**config.mk**
```make
export PLATFORM = sky130hd
export DESIGN_NAME = dram_row_decoder
export DESIGN_NICKNAME = d
export VERILOG_FILES = /design/src/rtl/drb_pkg.sv /design/src/rtl/drb_regfile.sv /design/src/rtl/drb_row_lookup.sv /design/src/rtl/drb_tom_calc.sv /design/src/rtl/dram_row_decoder.sv
export SDC_FILE = /design/constraint.sdc
export NUM_CORES = 1
export LEC_CHECK = 0
export BUFFER_PORTS_ARGS = -buffer_cell sky130_fd_sc_hd__buf_2
export CAP_MARGIN = 20
export CORE_ASPECT_RATIO = 0.75
export CORE_MARGIN = 5
export CORE_UTILIZATION = 53
export DETAILED_ROUTE_END_ITERATION = 6
export MAX_ROUTING_LAYER = met4
export PLACE_DENSITY = 0.76
export SLEW_MARGIN = 25
export SYNTH_ARGS = -nofsm -noshare
export SYNTH_HDL_FRONTEND = slang
export SYNTH_SLANG_ARGS = --single-unit
```
**constraint.sdc**
```tcl
create_clock -name clk -period 2.3 [get_ports clk]
set_input_delay 0.23 -clock clk [delete_from_list [all_inputs] [get_ports clk]]
set_output_delay 0.23 -clock clk [all_outputs]
set_load 0.005 [all_outputs]
```
**src/rtl/drb_pkg.sv**
```systemverilog
package drb_pkg;
  localparam int DRB_ROWS   = 8;
  localparam int DRB_BYTE_W = 8;
  localparam int DRB_NIB_W  = 4;
  localparam int DRB_MB_W   = 10;
  localparam int DRB_MB_LSB = 20;
  localparam int DRB_GAP_W  = 10;
  localparam int DRB_CAP_MB = 512;
  localparam int DRB_BND_W  = DRB_BYTE_W + DRB_NIB_W;
  localparam int DRB_TOM_W  = $clog2(DRB_CAP_MB + 1);
endpackage

```
**src/rtl/drb_regfile.sv**
```systemverilog
module drb_regfile #(
  parameter int ROWS   = drb_pkg::DRB_ROWS,
  parameter int BYTE_W = drb_pkg::DRB_BYTE_W,
  parameter int NIB_W  = drb_pkg::DRB_NIB_W,
  parameter int WA_W   = 4,
  localparam int BND_W  = BYTE_W + NIB_W,
  localparam int EXT_W  = ROWS * NIB_W,
  localparam int EXT_BY = EXT_W / BYTE_W
) (
  input  logic                  clk,
  input  logic                  rst_n,
  input  logic                  wr_en,
  input  logic [WA_W-1:0]       wr_addr,
  input  logic [BYTE_W-1:0]     wr_data,
  output logic [ROWS*BND_W-1:0] bnd_flat,
  output logic                  wr_unmapped
);
  logic [BYTE_W-1:0] lo_q [ROWS];
  logic [EXT_W-1:0]  ext_q;

  function automatic logic [BND_W-1:0] join_limit(logic [NIB_W-1:0] hi,
                                                  logic [BYTE_W-1:0] lo);
    return {hi, lo};
  endfunction

  assign wr_unmapped = wr_en && (32'(wr_addr) >= 32'(ROWS + EXT_BY));

  always_ff @(posedge clk or negedge rst_n) begin
    if (!rst_n) begin
      for (int r = 0; r < ROWS; r++) lo_q[r] <= '0;
      ext_q <= '0;
    end else if (wr_en) begin
      for (int r = 0; r < ROWS; r++)
        if (32'(wr_addr) == r) lo_q[r] <= wr_data;
      for (int e = 0; e < EXT_BY; e++)
        if (32'(wr_addr) == ROWS + e) ext_q[e*BYTE_W +: BYTE_W] <= wr_data;
    end
  end

  for (genvar r = 0; r < ROWS; r++) begin : g_limit
    assign bnd_flat[r*BND_W +: BND_W] = join_limit(ext_q[r*NIB_W +: NIB_W], lo_q[r]);
  end
endmodule

```
**src/rtl/drb_row_lookup.sv**
```systemverilog
module drb_row_lookup #(
  parameter int ROWS  = drb_pkg::DRB_ROWS,
  parameter int BND_W = drb_pkg::DRB_BND_W,
  parameter int MB_W  = drb_pkg::DRB_MB_W,
  localparam int IDX_W = $clog2(ROWS)
) (
  input  logic [MB_W-1:0]       addr_mb,
  input  logic [ROWS*BND_W-1:0] bnd_flat,
  output logic [ROWS-1:0]       below_vec,
  output logic                  hit,
  output logic [IDX_W-1:0]      idx
);
  logic [BND_W-1:0] addr_ext;
  assign addr_ext = {{(BND_W-MB_W){1'b0}}, addr_mb};

  for (genvar r = 0; r < ROWS; r++) begin : g_cmp
    assign below_vec[r] = addr_ext < bnd_flat[r*BND_W +: BND_W];
  end

  function automatic logic [IDX_W-1:0] first_set(logic [ROWS-1:0] v);
    logic [IDX_W-1:0] k;
    k = '0;
    for (int r = ROWS - 1; r >= 0; r--)
      if (v[r]) k = IDX_W'(r);
    return k;
  endfunction

  assign hit = |below_vec;
  assign idx = hit ? first_set(below_vec) : '0;
endmodule

```
**src/rtl/drb_tom_calc.sv**
```systemverilog
module drb_tom_calc #(
  parameter int BND_W  = drb_pkg::DRB_BND_W,
  parameter int GAP_W  = drb_pkg::DRB_GAP_W,
  parameter int CAP_MB = drb_pkg::DRB_CAP_MB,
  localparam int TOM_W = $clog2(CAP_MB + 1),
  localparam int SUM_W = BND_W + 1
) (
  input  logic [BND_W-1:0] top_bnd,
  input  logic             gap_en,
  input  logic [GAP_W-1:0] gap_mb,
  output logic [TOM_W-1:0] tom_mb,
  output logic             tom_clamped
);
  function automatic logic [SUM_W-1:0] raw_top(logic [BND_W-1:0] t,
                                               logic en, logic [GAP_W-1:0] g);
    logic [SUM_W-1:0] gt;
    gt = en ? {{(SUM_W-GAP_W){1'b0}}, g} : '0;
    return {1'b0, t} + gt;
  endfunction

  logic [SUM_W-1:0] sum;
  assign sum         = raw_top(top_bnd, gap_en, gap_mb);
  assign tom_clamped = sum > SUM_W'(CAP_MB);
  assign tom_mb      = tom_clamped ? TOM_W'(CAP_MB) : sum[TOM_W-1:0];
endmodule

```
**src/rtl/dram_row_decoder.sv**
```systemverilog
module dram_row_decoder #(
  parameter int ROWS   = drb_pkg::DRB_ROWS,
  parameter int BYTE_W = drb_pkg::DRB_BYTE_W,
  parameter int NIB_W  = drb_pkg::DRB_NIB_W,
  parameter int MB_W   = drb_pkg::DRB_MB_W,
  parameter int MB_LSB = drb_pkg::DRB_MB_LSB,
  parameter int GAP_W  = drb_pkg::DRB_GAP_W,
  parameter int CAP_MB = drb_pkg::DRB_CAP_MB,
  parameter int ADDR_W = 32,
  localparam int BND_W = BYTE_W + NIB_W,
  localparam int WA_W  = $clog2(ROWS + (ROWS*NIB_W)/BYTE_W),
  localparam int IDX_W = $clog2(ROWS),
  localparam int TOM_W = $clog2(CAP_MB + 1)
) (
  input  logic              clk,
  input  logic              rst_n,
  input  logic              wr_en,
  input  logic [WA_W-1:0]   wr_addr,
  input  logic [BYTE_W-1:0] wr_data,
  input  logic              gap_en,
  input  logic [GAP_W-1:0]  gap_mb,
  input  logic              lk_valid,
  input  logic [ADDR_W-1:0] lk_addr,
  output logic              row_valid,
  output logic              row_hit,
  output logic [IDX_W-1:0]  row_idx,
  output logic [TOM_W-1:0]  tom_mb
);
  logic [ROWS*BND_W-1:0] bnd_flat;
  logic                  wr_unmapped;
  logic [MB_W-1:0]       addr_mb;
  logic [ROWS-1:0]       below_vec;
  logic                  hit_comb;
  logic [IDX_W-1:0]      idx_comb;
  logic                  tom_clamped;
  logic [BND_W-1:0]      top_bnd;
  logic                  unused_addr_bits;

  assign addr_mb          = lk_addr[MB_LSB +: MB_W];
  assign unused_addr_bits = ^{lk_addr[ADDR_W-1:MB_LSB+MB_W], lk_addr[MB_LSB-1:0]};
  assign top_bnd          = bnd_flat[(ROWS-1)*BND_W +: BND_W];

  drb_regfile #(.ROWS(ROWS), .BYTE_W(BYTE_W), .NIB_W(NIB_W), .WA_W(WA_W)) u_regs (
    .clk(clk), .rst_n(rst_n), .wr_en(wr_en), .wr_addr(wr_addr),
    .wr_data(wr_data), .bnd_flat(bnd_flat), .wr_unmapped(wr_unmapped));

  drb_row_lookup #(.ROWS(ROWS), .BND_W(BND_W), .MB_W(MB_W)) u_look (
    .addr_mb(addr_mb), .bnd_flat(bnd_flat), .below_vec(below_vec),
    .hit(hit_comb), .idx(idx_comb));

  drb_tom_calc #(.BND_W(BND_W), .GAP_W(GAP_W), .CAP_MB(CAP_MB)) u_tom (
    .top_bnd(top_bnd), .gap_en(gap_en), .gap_mb(gap_mb),
    .tom_mb(tom_mb), .tom_clamped(tom_clamped));

  always_ff @(posedge clk or negedge rst_n) begin
    if (!rst_n) begin
      row_valid <= 1'b0;
      row_hit   <= 1'b0;
      row_idx   <= '0;
    end else begin
      row_valid <= lk_valid;
      row_hit   <= lk_valid && hit_comb;
      row_idx   <= lk_valid ? idx_comb : '0;
    end
  end
endmodule

```
### Yosys cells after proc, flatten, opt, wreduce, memory -nomap -nowiden

Cells that the tools add are included.

| word-level totals | value |
|---|---|
| word-level logic and storage cells | 63 |
| output and inout bits | 15 |
| register bits after elaboration | 101 |

| operators by class | value |
|---|---|
| eq/ne operators | 11 |
| multiplexer cells | 12 |
| magnitude comparators | 9 |
| reduce and logical (&&, ||, !) cells | 15 |
| $add $sub $neg | 1 |

Operator list:

| cell | count |
|---|---|
| < comparator 10 x 12 -> 1 bit | 8 |
| 2-to-1 mux 3 bit | 10 |
| AND reduction 2 bit | 12 |
| 2-to-1 mux 10 bit | 2 |
| == test 4 x 3 -> 1 bit (second input constant) | 4 |
| == test 4 bit (second input constant) | 4 |
| adder 12 x 13 -> 13 bit | 1 |
| > comparator 13 x 10 -> 1 bit (second input constant) | 1 |
| == test 4 x 2 -> 1 bit (second input constant) | 2 |
| OR reduction 8 bit | 1 |
| == test 4 x 1 -> 1 bit (second input constant) | 1 |
| zero test 4 bit | 1 |
| logical AND 1 bit | 1 |

### Longest topological paths before layout

| logic depth | value |
|---|---|
| depth in word-level cells | 11 |
| depth in mapped cells | 10 |
| gate-level depth less buffers | 10 |

### Cells and area by module

From an unflattened synthesis, not the netlist that was laid out.

| second synthesis, totals | value |
|---|---|
| cell total of the unflattened synthesis | 601 |
| area total of the unflattened synthesis | 6558.8 um2 |

Modules (own cells, without submodules):

| module | times used | area an instance (um2) | cells each | seq. area each (um2) |
|---|---|---|---|---|
| drb_regfile | 1 | 3666.0 | 225 | 2402.3 |
| drb_row_lookup | 1 | 2029.4 | 278 | 0.0 |
| drb_tom_calc | 1 | 713.2 | 89 | 0.0 |
| dram_row_decoder | 1 | 150.1 | 9 | 125.1 |

### Worst setup path before layout

Ideal clock, no wire load.

| timing | value |
|---|---|
| path kind | reg2out |
| start | reg u_regs.lo_q, in the netlist u_regs.bnd_flat[84] |
| end | out tom_mb[0] |
| required time | 2.070 ns |
| path slack | -0.227 ns |
| arrival time | 2.297 ns |
| cell stages (with the launch flop) | 9 |
| buffers on the path | 0 |
| path through | dfrtp_1 -> ha_1 -> fa_1 -> a211oi_1 -> o21bai_1 -> o22ai_1 -> xnor2_1 -> o41a_1 -> nor3b_1 |

| between the ends | value |
|---|---|
| cells in the longest elaborated chain, start to end | 3 |

Ends and longest elaborated chain:

| what | line | RTL |
|---|---|---|
| start: declaration | drb_regfile.sv:18 | `logic [BYTE_W-1:0] lo_q [ROWS];` |
| start signal: indexed assignment | drb_regfile.sv:34 | `if (32'(wr_addr) == r) lo_q[r] <= wr_data;` |
| adder 12 x 13 -> 13 bit (*) | drb_tom_calc.sv:18 | `return {1'b0, t} + gt;` |
| > comparator 13 x 10 -> 1 bit | drb_tom_calc.sv:23 | `assign tom_clamped = sum > SUM_W'(CAP_MB);` |
| 2-to-1 mux 10 bit (*) | drb_tom_calc.sv:24 | `assign tom_mb = tom_clamped ? TOM_W'(CAP_MB) : sum[TOM_W-1:0];` |
| end: declaration | dram_row_decoder.sv:27 | `output logic [TOM_W-1:0] tom_mb` |

Every way passes the cells marked *; elsewhere a longest branch is shown, timed or not.

### Worst setup path after layout

Same ends and word-level chain as after synthesis.

==> results.py <==
metrics = {
    "status": {
        "status": "finished, violations left",
        "violations": "setup timing",
    },
    "finish": {
        "fin_cells": 902,
        "final_common_cell": "dfrtp_1",
        "drive_gt1_share_pct": 31.1,
        "area_growth_pct": 23.6,
        "fin_util_pct": 66.6,
        "nNetsFinal": 877,
        "antenna_cells": 0,
        "layout_common_cells": "dfrtp_1, ha_1, inv_1",
    },
    "die": {
        "die_w_um": 135,
        "die_h_um": 104,
        "boundaryPins": 74,
        "core-area_um2": 11600,
        "fp-row-count": 34,
        "die_area_um2": 14100,
        "start_util_pct": 53.9,
    },
    "timing": {
        "maxSlewHeadroom_pct": 48.2,
        "rsz0062_at_grt": "true",
        "fin_setup_tns_ns": -5.52,
        "fin_ws_ns": -0.723,
        "min_period_ns": 3.02,
        "skew_ns": 0.00458,
        "slew_violations": 0,
        "clock.fmax_mhz": 331,
        "finalHoldViolCount": 0,
        "finalCritPeriodShare_pct": 131,
        "tightest_slew_ns": 0.774,
        "setup-violations-final": 11,
    },
    "logic_synthesis": {
        "synthesis.nets": 764,
        "synth-seq-cells": 101,
        "async_flop_share_pct": 100,
        "yosys.cell_types.count": 49,
        "ys.flop_type": "dfrtp_1",
        "syn_area_per_cell_um2": 10.0,
        "syn_inst": 622,
        "yosys_warnings": 0,
        "synth_edf_count": 0,
        "yosysSeqAreaShare_pct": 40.6,
        "synth_area_um2": 6230,
    },
    "place": {
        "port-buffer-count": 51,
        "dp_hpwl_um": 11900,
        "gp_congestion": 0.902,
        "placedCellCount": 882,
        "pre_cts_ws_ns": -0.504,
    },
    "setup_path": {
        "crit_slowest_cell": "o41a_1",
        "arrival_ns": 2.79,
        "r2r_end": "row_hit",
        "crit_buf_inv": 1,
        "cp.depth": 9,
        "crit_type": "reg2out",
        "reg2reg_depth": 8,
        "end_kind": "primary output",
        "critPathMaxStageDelay_ns": 0.47,
        "critPathLaunchType": "flip-flop",
        "required_ns": 2.07,
        "rr_startpoint": "u_regs.bnd_flat[55]",
        "path_cells": "ha_2, fa_2, a211oi_2, o21bai_2, o22ai_1, xnor2_1, o41a_1, nor3b_2, buf_2",
        "cp_top_family": "compound AO/OA/AOI/OAI gates",
        "crit_path_end": "tom_mb[0]",
        "cp-startpoint": "u_regs.bnd_flat[84]",
        "regToRegSetupSlack_ns": -0.06,
        "critPathMaxFanout": 3,
    },
    "global_route": {
        "grt_pass1_vias": 5242,
        "grt_pass1_wl_um": 26600,
        "overflow": 0,
        "antenna_found_initial": 0,
        "grt_max_degree": 49,
        "grt.total_usage_pct": 24.7,
    },
    "route": {
        "firstDrtPassIters": 4,
        "drcViolationCount": 0,
        "route.vias.total": 5094,
        "routed_wl_um": 16500,
        "first_iter_violations": 323,
        "via_per_inst": 5.65,
        "wl_per_cell_um": 18.3,
        "ant_nets": 0,
    },
    "clock_network": {
        "clkSlewWorstSetupHoldPaths_ns": 0.07,
        "numCtsBuffers": 9,
        "cts_tree": "built",
        "clockRootBuffer": "clkbuf_16",
        "clk_latency_ns": 0.35,
        "cts_max_path_buffers": 2,
        "h-tree-depth": 3,
        "clock-sinks": 101,
    },
    "power_and_ir_drop": {
        "p_sw_mw": 2.12,
        "p_clk_share_pct": 23.5,
        "sw_frac_of_total_pct": 34.0,
        "powerDensity_nw_per_um2": 809,
        "peakVddDrop_uv": 693,
        "power.internal_mw": 4.11,
        "power_leakage_nw": 3.74,
        "combPwrFrac_pct": 38.4,
        "sequentialPowerShare_pct": 38.1,
        "p_total_mw": 6.23,
    },
    "hold_path": {
        "min_from": "lk_valid",
        "worstHoldPathType": "in2reg",
        "min_path_cells": 1,
    },
    "flow_run": {
        "max_cap_violations": 0,
    },
}
[power by group through the flow]
stage,logic (mW),clock network (mW),registers [mW]
finish,2.40,1.46,2.37
detailed placement,2.14,0,2.40
floorplan,1.38,0,2.35
global route,2.66,1.56,2.42
CTS,2.24,1.48,2.37
global placement,2.01,0,2.38
[synthesized netlist by cell type (4+ instances only)]
cell        n  area (um2)
o21ai_0    54         270
and2_1     10        62.6
mux2_2     56         631
nand2b_1    9        56.3
o21a_1      7        52.6
nand3_1     6        30.0
nand3b_1    5        37.5
nand2_1    53         199
dfrtp_1   101        2530
nor3_1      8        40.0
a211oi_1    8        60.1
a21o_1     17         128
ha_1       82        1030
nor3b_1     4        30.0
inv_1      74         278
xor2_1      5        43.8
clkbuf_1   17        63.8
nor2_1     26        97.6
nand4_1     9        56.3
a21oi_1    22         110
[metal layers]
| layer | part of all wire [%] | vias up | global-route usage (%) |
|---|---|---|---|
| li1 | - | 2420 | - |
| met1 | 45 | 2487 | 32.8 |
| met2 | 47 | 156 | 39.0 |
| met3 | 5.5 | 31 | 4.84 |
| met4 | 2.0 | 0 | 6.69 |
| met5 | 0 | - | - |
[cells by family after synthesis]
kind of cell,after synthesis,synth area share (%)
mux,57,10.3
buf+inv,91,5.48
compound gates,140,14.7
flops,101,40.6
simple gates,143,11.3
fa+ha+maj,83,16.8
xor+xnor,7,0.984
[flip-flops by register name, indices dropped and copies added (netlist names)]
signal and count:
row_valid 1, row_idx 3, row_hit 1, u_regs.ext_q 32, u_regs.bnd_flat 64
[how the worst min path moves through the flow]
| stage | to | slack, ns |
|---|---|---|
| global placement | row_valid | 0.16 |
| CTS | row_valid | 0.02 |
| finish | row_valid | 0.03 |
| floorplan | row_hit | -0.07 |
| global route | row_valid | 0.03 |
| detailed placement | row_valid | 0.16 |
[stage by stage]
step                hold WS, ns  instance area, um2
global route             0.0269                7710
CTS                      0.0184                7560
global placement          0.156                7170
finish                   0.0281                7710
floorplan               -0.0656                6260
detailed placement        0.164                7170
[layout make-up]
| cell class | count | area (um2) |
|---|---|---|
| multi-input cells | 430 | 3610 |
| well taps | 162 | 203 |
| inverters | 74 | 278 |
| flip-flops and latches | 101 | 2530 |
| clock inverters | 3 | 20.0 |
| clock buffers | 13 | 260 |
| repair buffers | 119 | 808 |
| fillers | 883 | 3860 |
[repair_timing]
action | 4_1_cts | 5_1_grt
gates resized for setup | 16 | 25
pin swaps | 14 | 14
hold endpoints to repair | 25 | 0
endpoints found under the setup margin | 14 | 14
hold buffers | 1 | 0
buffers inserted | 2 | 2
Power figures use the tool's default switching activity.
